### config.mk
export PLATFORM = sky130hd
export DESIGN_NAME = panel_pwr_seq
export DESIGN_NICKNAME = d
export VERILOG_FILES = /design/src/rtl/pps_pkg.sv /design/src/rtl/pps_ms_timer.sv /design/src/rtl/pps_fsm.sv /design/src/rtl/pps_out_dec.sv /design/src/rtl/panel_pwr_seq.sv
export SDC_FILE = /design/constraint.sdc
export NUM_CORES = 1
export LEC_CHECK = 0
export ABC_AREA = 1
export CAP_MARGIN = 20
export CORE_MARGIN = 2
export CORE_UTILIZATION = 52
export DETAILED_ROUTE_END_ITERATION = 6
export GPL_TIMING_DRIVEN = 0
export PLACE_DENSITY = 0.8
export SYNTH_ARGS = -nofsm -noshare
export SYNTH_HDL_FRONTEND = slang
export SYNTH_HIERARCHICAL = 1
export SYNTH_SLANG_ARGS = --single-unit
### constraint.sdc
create_clock -name clk -period 4.81 [get_ports clk]
set_input_delay 0.962 -clock clk [delete_from_list [all_inputs] [get_ports clk]]
set_output_delay 0.962 -clock clk [all_outputs]
set_load 0.02 [all_outputs]
### src/rtl/pps_pkg.sv
// Shared types for the panel power sequencer.
package pps_pkg;
    typedef enum logic [3:0] {
        ST_OFF, ST_COOL, ST_GUARD, ST_HPDW, ST_TRAIN, ST_VIDEO,
        ST_BLUP, ST_ON, ST_DNLED, ST_DNBL, ST_DNVID
    } pps_state_e;
endpackage

### src/rtl/pps_ms_timer.sv
// Millisecond timer: a prescaler makes a 1 ms tick and a saturating counter
// counts ticks since the last clear. done is high once the count reaches target.
// Assumes clr is pulsed on the edge that enters a timed interval.
module pps_ms_timer #(
    parameter int PRESCALE = 100000,
    parameter int DLY_W    = 16
) (
    input  logic             clk,
    input  logic             rst_n,
    input  logic             clr,
    input  logic [DLY_W-1:0] target,
    output logic             done
);
    localparam int PW = (PRESCALE > 1) ? $clog2(PRESCALE) : 1;
    localparam logic [PW-1:0] PLAST = PW'(PRESCALE - 1);

    logic [PW-1:0]    presc;
    logic [DLY_W-1:0] ms_cnt;

    // Prescaler and elapsed-millisecond count, restarted on clr.
    always_ff @(posedge clk) begin
        if (!rst_n || clr) begin
            presc  <= '0;
            ms_cnt <= '0;
        end else if (presc == PLAST) begin
            presc <= '0;
            if (ms_cnt != '1) ms_cnt <= ms_cnt + 1'b1;
        end else begin
            presc <= presc + 1'b1;
        end
    end

    // Interval complete once enough milliseconds have passed.
    assign done = (ms_cnt >= target);
endmodule

### src/rtl/pps_fsm.sv
// Sequencing state machine. It chooses the delay for each timed state, restarts
// the timer on state changes (except guard to HPD wait, which shares the power-on
// reference), holds power-on requests during the off time and keeps the fault flag.
module pps_fsm #(
    parameter int DLY_W = 16
) (
    input  logic              clk,
    input  logic              rst_n,
    input  logic              on_req,
    input  logic              off_req,
    input  logic              no_hpd,
    input  logic              hpd,
    input  logic              train_done,
    input  logic              vid_ok,
    input  logic [DLY_W-1:0]  guard_ms,
    input  logic [DLY_W-1:0]  hpd_ms,
    input  logic [DLY_W-1:0]  bl_ms,
    input  logic [DLY_W-1:0]  off_ms,
    input  logic              tmr_done,
    output logic              tmr_clr,
    output logic [DLY_W-1:0]  tmr_target,
    output pps_pkg::pps_state_e state,
    output logic              train_start,
    output logic              fault
);
    import pps_pkg::*;

    pps_state_e nxt;
    logic       pend;
    logic       timeout;

    // Next-state selection.
    always_comb begin
        nxt     = state;
        timeout = 1'b0;
        unique case (state)
            ST_OFF:   if (on_req) nxt = ST_GUARD;
            ST_COOL:  if (tmr_done) nxt = (pend || on_req) ? ST_GUARD : ST_OFF;
            ST_GUARD: if (off_req) nxt = ST_DNVID;
                      else if (tmr_done) nxt = ST_HPDW;
            ST_HPDW: begin
                if (off_req) nxt = ST_DNVID;
                else if (!no_hpd && hpd) nxt = ST_TRAIN;
                else if (tmr_done) begin
                    nxt     = no_hpd ? ST_TRAIN : ST_COOL;
                    timeout = !no_hpd;
                end
            end
            ST_TRAIN: if (off_req) nxt = ST_DNVID;
                      else if (train_done) nxt = ST_VIDEO;
            ST_VIDEO: if (off_req) nxt = ST_DNVID;
                      else if (vid_ok) nxt = ST_BLUP;
            ST_BLUP:  if (off_req) nxt = ST_DNBL;
                      else if (tmr_done) nxt = ST_ON;
            ST_ON:    if (off_req) nxt = ST_DNLED;
            ST_DNLED: if (tmr_done) nxt = ST_DNBL;
            ST_DNBL:  if (tmr_done) nxt = ST_DNVID;
            ST_DNVID: if (tmr_done) nxt = ST_COOL;
            default:  nxt = ST_OFF;
        endcase
    end

    // Delay selection for the current timed state.
    always_comb begin
        unique case (state)
            ST_GUARD:                    tmr_target = guard_ms;
            ST_HPDW:                     tmr_target = hpd_ms;
            ST_BLUP, ST_DNLED,
            ST_DNBL, ST_DNVID:           tmr_target = bl_ms;
            ST_COOL:                     tmr_target = off_ms;
            default:                     tmr_target = '0;
        endcase
    end

    // Restart the timer on each state change except guard to HPD wait.
    assign tmr_clr = (nxt != state) && !(state == ST_GUARD && nxt == ST_HPDW);

    // State, held request, training strobe and sticky fault.
    always_ff @(posedge clk) begin
        if (!rst_n) begin
            state       <= ST_OFF;
            pend        <= 1'b0;
            train_start <= 1'b0;
            fault       <= 1'b0;
        end else begin
            state       <= nxt;
            train_start <= (nxt == ST_TRAIN) && (state != ST_TRAIN);
            if (nxt != ST_COOL || off_req) pend <= 1'b0;
            else if (on_req && state == ST_COOL) pend <= 1'b1;
            if (timeout) fault <= 1'b1;
            else if (on_req) fault <= 1'b0;
        end
    end
endmodule

### src/rtl/pps_out_dec.sv
// Output decode: each enable is a pure function of the sequencer state.
module pps_out_dec (
    input  pps_pkg::pps_state_e state,
    output logic panel_en,
    output logic vid_en,
    output logic bl_pwr,
    output logic led_en,
    output logic pwm_en
);
    import pps_pkg::*;

    // Map each state to the set of outputs that are active in it.
    always_comb begin
        panel_en = !(state inside {ST_OFF, ST_COOL});
        vid_en   = state inside {ST_VIDEO, ST_BLUP, ST_ON, ST_DNLED, ST_DNBL};
        bl_pwr   = state inside {ST_BLUP, ST_ON, ST_DNLED};
        led_en   = (state == ST_ON);
        pwm_en   = (state == ST_ON);
    end
endmodule

### src/rtl/panel_pwr_seq.sv
// Display panel power sequencer top: connects the ms timer, the state machine
// and the output decode. Inputs are assumed synchronous to clk.
module panel_pwr_seq #(
    parameter int PRESCALE = 100000,
    parameter int DLY_W    = 16
) (
    input  logic             clk,
    input  logic             rst_n,
    input  logic             on_req,
    input  logic             off_req,
    input  logic             no_hpd,
    input  logic             hpd,
    input  logic             train_done,
    input  logic             vid_ok,
    input  logic [DLY_W-1:0] guard_ms,
    input  logic [DLY_W-1:0] hpd_ms,
    input  logic [DLY_W-1:0] bl_ms,
    input  logic [DLY_W-1:0] off_ms,
    output logic             panel_en,
    output logic             train_start,
    output logic             vid_en,
    output logic             bl_pwr,
    output logic             led_en,
    output logic             pwm_en,
    output logic             fault
);
    pps_pkg::pps_state_e state;
    logic                tmr_clr, tmr_done;
    logic [DLY_W-1:0]    tmr_target;

    pps_ms_timer #(.PRESCALE(PRESCALE), .DLY_W(DLY_W)) u_timer (
        .clk(clk), .rst_n(rst_n), .clr(tmr_clr),
        .target(tmr_target), .done(tmr_done)
    );

    pps_fsm #(.DLY_W(DLY_W)) u_fsm (
        .clk(clk), .rst_n(rst_n), .on_req(on_req), .off_req(off_req),
        .no_hpd(no_hpd), .hpd(hpd), .train_done(train_done), .vid_ok(vid_ok),
        .guard_ms(guard_ms), .hpd_ms(hpd_ms), .bl_ms(bl_ms), .off_ms(off_ms),
        .tmr_done(tmr_done), .tmr_clr(tmr_clr), .tmr_target(tmr_target),
        .state(state), .train_start(train_start), .fault(fault)
    );

    pps_out_dec u_dec (
        .state(state), .panel_en(panel_en), .vid_en(vid_en),
        .bl_pwr(bl_pwr), .led_en(led_en), .pwm_en(pwm_en)
    );
endmodule

* Word level (Yosys, flattened, before mapping)
Index checks and enable logic that the tools add are counted.
Word-level totals: logic and storage cells 75, register bits 40, output and inout bits 7, input port bits 72
Operators by class: equal/unequal tests 17, add/subtract/negate cells 2, magnitude comparators 1, mux-type cells 27, reduce and logical (&&, ||, !) cells 21, bitwise logic cells 1
Operator list (count):
- 2-to-1 mux 4 bit | 17
- case mux 16 bit (4 select lines) | 1
- case mux 4 bit (11 select lines) | 1
- equality test 4 x 3 -> 1 bit, second input constant | 5
- adder 17 x 1 -> 17 bit, second input constant | 1
- equality test 17 bit, second input constant | 1
- adder 16 x 1 -> 16 bit, second input constant | 1
- >= comparator 16 bit | 1
- != test 16 bit, second input constant | 1
- equality test 4 x 2 -> 1 bit, second input constant | 3
- equality test 4 bit, second input constant | 3
- 2-to-1 mux 1 bit | 6
- logical AND 1 bit | 5
- nonzero test 5 bit | 1
- equality test 4 x 1 -> 1 bit, second input constant | 1
- zero test 1 bit | 4
- zero test 4 bit | 1
- != test 4 x 1 -> 1 bit, second input constant | 1
- != test 4 x 3 -> 1 bit, second input constant | 1
- != test 4 bit | 1
- nonzero test 2 bit | 2
- OR reduction 2 bit | 2
- OR reduction 4 bit | 1
- logical OR 1 bit | 3
- other kinds (5) | 5

* Depth between registers and ports, before layout
depth after elaboration 14, mapped depth 34, gate-level depth less buffers 30

* By module
Netlist, hierarchy kept.
Modules (own cells, without submodules):
- pps_ms_timer | sequential area each 660.6 um^2, times used 1, area an instance 2464.9 um^2, cells an instance 387
- pps_fsm | sequential area each 140.1 um^2, times used 1, area an instance 1143.6 um^2, cells an instance 229
- pps_out_dec | sequential area each 0.0 um^2, times used 1, area an instance 71.3 um^2, cells an instance 17

* Least setup slack after synthesis
No wires, ideal clock.
kind register to register, from reg u_fsm.state[1], to reg u_timer.presc[11], required time 4.740 ns, library setup time 0.070 ns, path buffers 3, cell stages (with the launch flop) 30, arrival time 3.592 ns, setup slack 1.149 ns, clock period less this slack 3.661 ns, cells stage by stage dfxtp_1 -> buf_4 -> inv_4 -> nor2_2 -> nand2_1 -> inv_1 -> clkbuf_1 -> nand2_1 -> nand4_1 -> inv_1 -> ha_1 -> a21oi_1 -> o21a_1 -> nand2_1 -> nand2_1 -> nand2_1 -> inv_1 -> nand2_1 -> nor2_1 -> nor3_1 -> nor2_1 -> nand2_1 -> nand2_1 -> nand3_1 -> nor2_1 -> nor2_1 -> nor2_2 -> nand2_2 -> buf_4 -> a21oi_1
On the way: cells in the longest elaborated chain, start to end 14, elaborated cells between the ends (all ways) 39, those cells by class 1 x order compare; 12 x eq/ne; 19 x mux; 7 x reduce/logical
Ends and longest elaborated chain:
- from (decl) | RTL line pps_fsm.sv:22 | output pps_pkg::pps_state_e state,
- from (signal assigned) | RTL line pps_fsm.sv:86 | state <= nxt;
- equality test 4 bit / equality test 4 x 3 -> 1 bit (equally long branches) | RTL line pps_fsm.sv:65 | unique case (state)
- OR reduction 4 bit | RTL line pps_fsm.sv:65
- case mux 16 bit (4 select lines) * | RTL line pps_fsm.sv:65
- named net tmr_target[5] | RTL line panel_pwr_seq.sv:29 | logic [DLY_W-1:0] tmr_target;
- >= comparator 16 bit * | RTL line pps_ms_timer.sv:34 | assign done = (ms_cnt >= target);
- named net tmr_done | RTL line panel_pwr_seq.sv:28 | logic tmr_clr, tmr_done;
- 2-to-1 mux 4 bit | RTL line pps_fsm.sv:44 | else if (tmr_done) begin
- 2-to-1 mux 4 bit | RTL line pps_fsm.sv:43 | else if (!no_hpd && hpd) nxt = ST_TRAIN;
- 2-to-1 mux 4 bit | RTL line pps_fsm.sv:42 | if (off_req) nxt = ST_DNVID;
- case mux 4 bit (11 select lines) * | RTL line pps_fsm.sv:36 | unique case (state)
- equality test 4 x 2 -> 1 bit | RTL line pps_fsm.sv:76 | assign tmr_clr = (nxt != state) && !(state == ST_GUARD && nxt == ST_HPDW);
- logical AND 1 bit | RTL line pps_fsm.sv:76
- zero test 1 bit | RTL line pps_fsm.sv:76
- logical AND 1 bit * | RTL line pps_fsm.sv:76
- named net tmr_clr | RTL line panel_pwr_seq.sv:28
- logical OR 1 bit * | RTL line pps_ms_timer.sv:22 | if (!rst_n || clr) begin
- OR reduction 2 bit (no line) *
- to (signal assigned) | RTL line pps_ms_timer.sv:29 | presc <= presc + 1'b1;
- to (decl) | RTL line pps_ms_timer.sv:17 | logic [PW-1:0] presc;
Mark *: on every way through the listed nets, which the timed path passes. The rest lies on a longest branch. A chain may end at the register's enable or synchronous reset.

* Final worst setup path
from reg u_fsm.state[1], to reg u_timer.presc[13]
Same word-level chain as after synthesis.

==> impl_metrics.json <==
{
  "worst_setup_path_end_kind": "flop",
  "fp-row-count": 30,
  "post_drt_wl_per_cell_um": 11.6,
  "worst_ir_drop_vdd_mv": 0.251,
  "synth_top_family_by_area": "simple AND/OR/NAND/NOR gates",
  "hold_buffers": 0,
  "drv_cap": 0,
  "synth_cell_types": 34,
  "die_w_um": 88.1,
  "cp_slowest_cell": "dfxtp_1",
  "postLayoutCoreUtil_pct": 69.2,
  "timing.rr.start": "u_fsm/state[1]$_SDFF_PN0_",
  "grt_first_pass_wirelength_mm": 15.5,
  "cts-root-buf": "clkbuf_8",
  "clkLatencyLatePin_ns": 0.29,
  "design_area_mm2": 0.00473,
  "htree_levels": 2,
  "max_slew.worst_pin.slew_ns": 0.437,
  "cts_tree": "yes",
  "p_per_area_mw_per_mm2": 271,
  "arrival_ns": 4.62,
  "area_growth_pct": 28.5,
  "pwr-share-seq_pct": 27.9,
  "syn_area_mm2": 0.00368,
  "p_leak_nw": 2.03,
  "rsz0062_at_grt": "false",
  "critPathMaxFanout": 10,
  "fp.dieArea_mm2": 0.00777,
  "min_period_ns": 4.39,
  "reg2reg_depth": 31,
  "core_mm2": 0.00683,
  "synth-compound-area-share_pct": 5.58,
  "min_from": "u_timer/presc[0]$_SDFF_PP0_",
  "drv_slew": 0,
  "ys.warnings.count": 6,
  "grt-ovfl-total": 0,
  "status": "complete, no violations",
  "firstDrtPassIters": 5,
  "syn_nets": 723,
  "min_path_cells": 1,
  "synth_mux_area_share_pct": 0,
  "grt_max_degree": 14,
  "crit_family": "simple AND/OR/NAND/NOR gates",
  "placed_area_mm2": 0.00457,
  "vias": 4150,
  "fillers": 603,
  "routed_wl_mm": 9.45,
  "routed_via_density": 5.08,
  "io_buffers": 77,
  "synth-simple-area-share_pct": 53.0,
  "drcViolationCount": 0,
  "min_period_over_period_pct": 91.2,
  "clock-sinks": 40,
  "power.internal_mw": 0.764,
  "die_h_um": 88.1,
  "critPathBufInv": 5,
  "synthCells": 633,
  "initial_core_util_pct": 53.9,
  "r2r_slack_ns": 0.42,
  "clk_pin_slew_ns": 0.09,
  "p_comb_share_pct": 49.1,
  "fmax_mhz": 228,
  "cts_buffers": 5,
  "pwr-share-clk_pct": 23.0,
  "layout_common_cells": "nand2_1 (217), nor2_1 (95), clkdlybuf4s50_1 (77), inv_1 (77), nand3_1 (41)",
  "final_common_cell": "nand2_1",
  "rr_endpoint": "u_timer/presc[13]$_SDFF_PP0_",
  "dp_hpwl_mm": 7.44,
  "critPathLaunchType": "flop",
  "drtAntennaViolNets": 0,
  "slowest_delay_ns": 0.37,
  "switchingPower_mw": 0.516,
  "grt_pass1_vias": 3701,
  "drive_gt1_share_pct": 10.4,
  "syn_avg_cell_area_um2": 5.81,
  "crit_type": "flop to flop",
  "drt_iter0_markers": 232,
  "holdWs_ns": 0.455,
  "crit_top_cell": "nand2_1",
  "max_slew_margin_pct": 70.9,
  "ys_seq_area_share_pct": 21.8,
  "ys_ff_latch": 40,
  "synth_xor_area_share_pct": 1.90,
  "crit_start": "u_fsm/state[1]$_SDFF_PN0_",
  "whs_endpoint": "u_timer/presc[0]$_SDFF_PP0_",
  "fin_setup_tns_ns": 0,
  "grt_usage_pct": 24.0,
  "final_hold_viol_count": 0,
  "grt_antenna_before_repair": 0,
  "crit_required_ns": 5.04,
  "clockBufferDepth": 2,
  "hold_class": "flop to flop",
  "ioPinCount": 79,
  "yosys.area_share.adder_pct": 6.12,
  "power_switching_share_pct": 40.3,
  "place_congestion": 0.914,
  "clock_skew_ns": 0.0121,
  "diodes": 0,
  "finalSetupViolCount": 0,
  "nets": 810
}
logic make-up (layout without fill, tap and decap cells):
logic type                 Yosys count  count (layout)
and+or+nand+nor                    430             430
buffers and inverters              100             188
DFF                                 40              40
AOI/OAI and AO/OA                   37              37
adders and majority gates           18              18
xor gates and xnor gates             8               8
through the flow:
stage / cells / power [mW] / setup WS (ns)
2_1_floorplan: 633 / 0.778 / 1.15
3_3_place_gp: 806 / 0.957 / 0.0203
3_5_place_dp: 806 / 0.965 / -0.00417
4_1_cts: 814 / 1.27 / 0.161
5_1_grt: 817 / 1.38 / 0.00691
6_report: 817 / 1.28 / 0.422
sequential cells by signal (all words and copies together) (netlist names):
register           count
u_fsm/fault            1
u_fsm/pend             1
u_fsm/state            4
u_fsm/train_start      1
u_timer/ms_cnt        16
u_timer/presc         17
power by group through the flow:
stage	sequential, mW	combinational (mW)	clock (mW)
after detailed placement	0.365	0.600	0
final	0.357	0.628	0.295
after global routing	0.360	0.709	0.310
after CTS	0.358	0.607	0.302
after floorplan	0.362	0.416	0
after global placement	0.365	0.592	0
timing repair:
item                                    4_1_cts  5_1_grt
gates resized for setup                       1        3
pin swaps                                     0        1
endpoints found under the setup margin        3       27
hold endpoints to repair                      0        0
buffers inserted                              0        3
worst register-to-register path: cells and delay by family (launching register included):
kind	cells	cell delay (ns)
and+or+nand+nor	22	2.21
adders and majority gates	1	0.23
DFF	1	0.37
AOI/OAI and AO/OA	3	0.57
buffers and inverters	5	0.93
cell usage after synthesis:
master      n  share of area (%)
nand3_1    41                5.6
a21oi_1    20                2.7
xnor2_1     2               0.48
o21a_1      1               0.20
nor2_2     13                2.2
or2_0       1               0.17
buf_2       4               0.54
ha_1       18                6.1
inv_2       9               0.92
o21ai_0    10                1.4
nor3_2      2               0.54
nand4_4     1               0.58
a21oi_2     3               0.71
and2_1      1               0.17
nor2_4      7                2.1
nor4_2      1               0.34
nand3_2     9                2.4
clkbuf_1    2               0.20
nor2_1     95                9.7
and3_1      1               0.17
dfxtp_1    40                 22
buf_8       1               0.41
nand3b_1    4               0.82
inv_1      77                7.9
buf_6       3               0.92
inv_4       1               0.17
xor2_1      6                1.4
nor3_1      8                1.1
o211ai_1    2               0.41
a31oi_1     1               0.17
nand4_1    23                3.9
nand2_2     6                1.0
nand2_1   217                 22
buf_4       3               0.61
final cells by class:
cell class | count | area (um2) | area share, %
multi-input combinational | 493 | 2460 | 52.1
timing repair buffer | 80 | 793 | 16.8
clock inverter | 2 | 38.8 | 0.820
clock buffer | 6 | 82.6 | 1.75
inverter | 87 | 329 | 6.96
buffer | 13 | 100 | 2.12
tap | 96 | 120 | 2.54
sequential | 40 | 801 | 16.9
worst max path at each step:
stage / to / slack, ns / cells past startpoint
6_report: u_timer/presc[13]$_SDFF_PP0_ / 0.42 / 31
5_1_grt: u_timer/presc[12]$_SDFF_PP0_ / 0.007 / 29
4_1_cts: u_timer/presc[11]$_SDFF_PP0_ / 0.16 / 31
3_5_place_dp: u_timer/presc[11]$_SDFF_PP0_ / -0.004 / 31
3_3_place_gp: u_timer/presc[11]$_SDFF_PP0_ / 0.02 / 32
2_1_floorplan: u_timer/presc[11]$_SDFF_PP0_ / 1.15 / 29
per-layer routing:
layer | GRT usage, % | up-vias | part of all wire, %
li1 | - | 2164 | -
met1 | 29.7 | 1841 | 46
met2 | 43.0 | 134 | 45
met3 | 4.05 | 11 | 7.6
met4 | 6.34 | 0 | 1.1
met5 | 0 | - | 0
(Power assumes the default switching activity.)
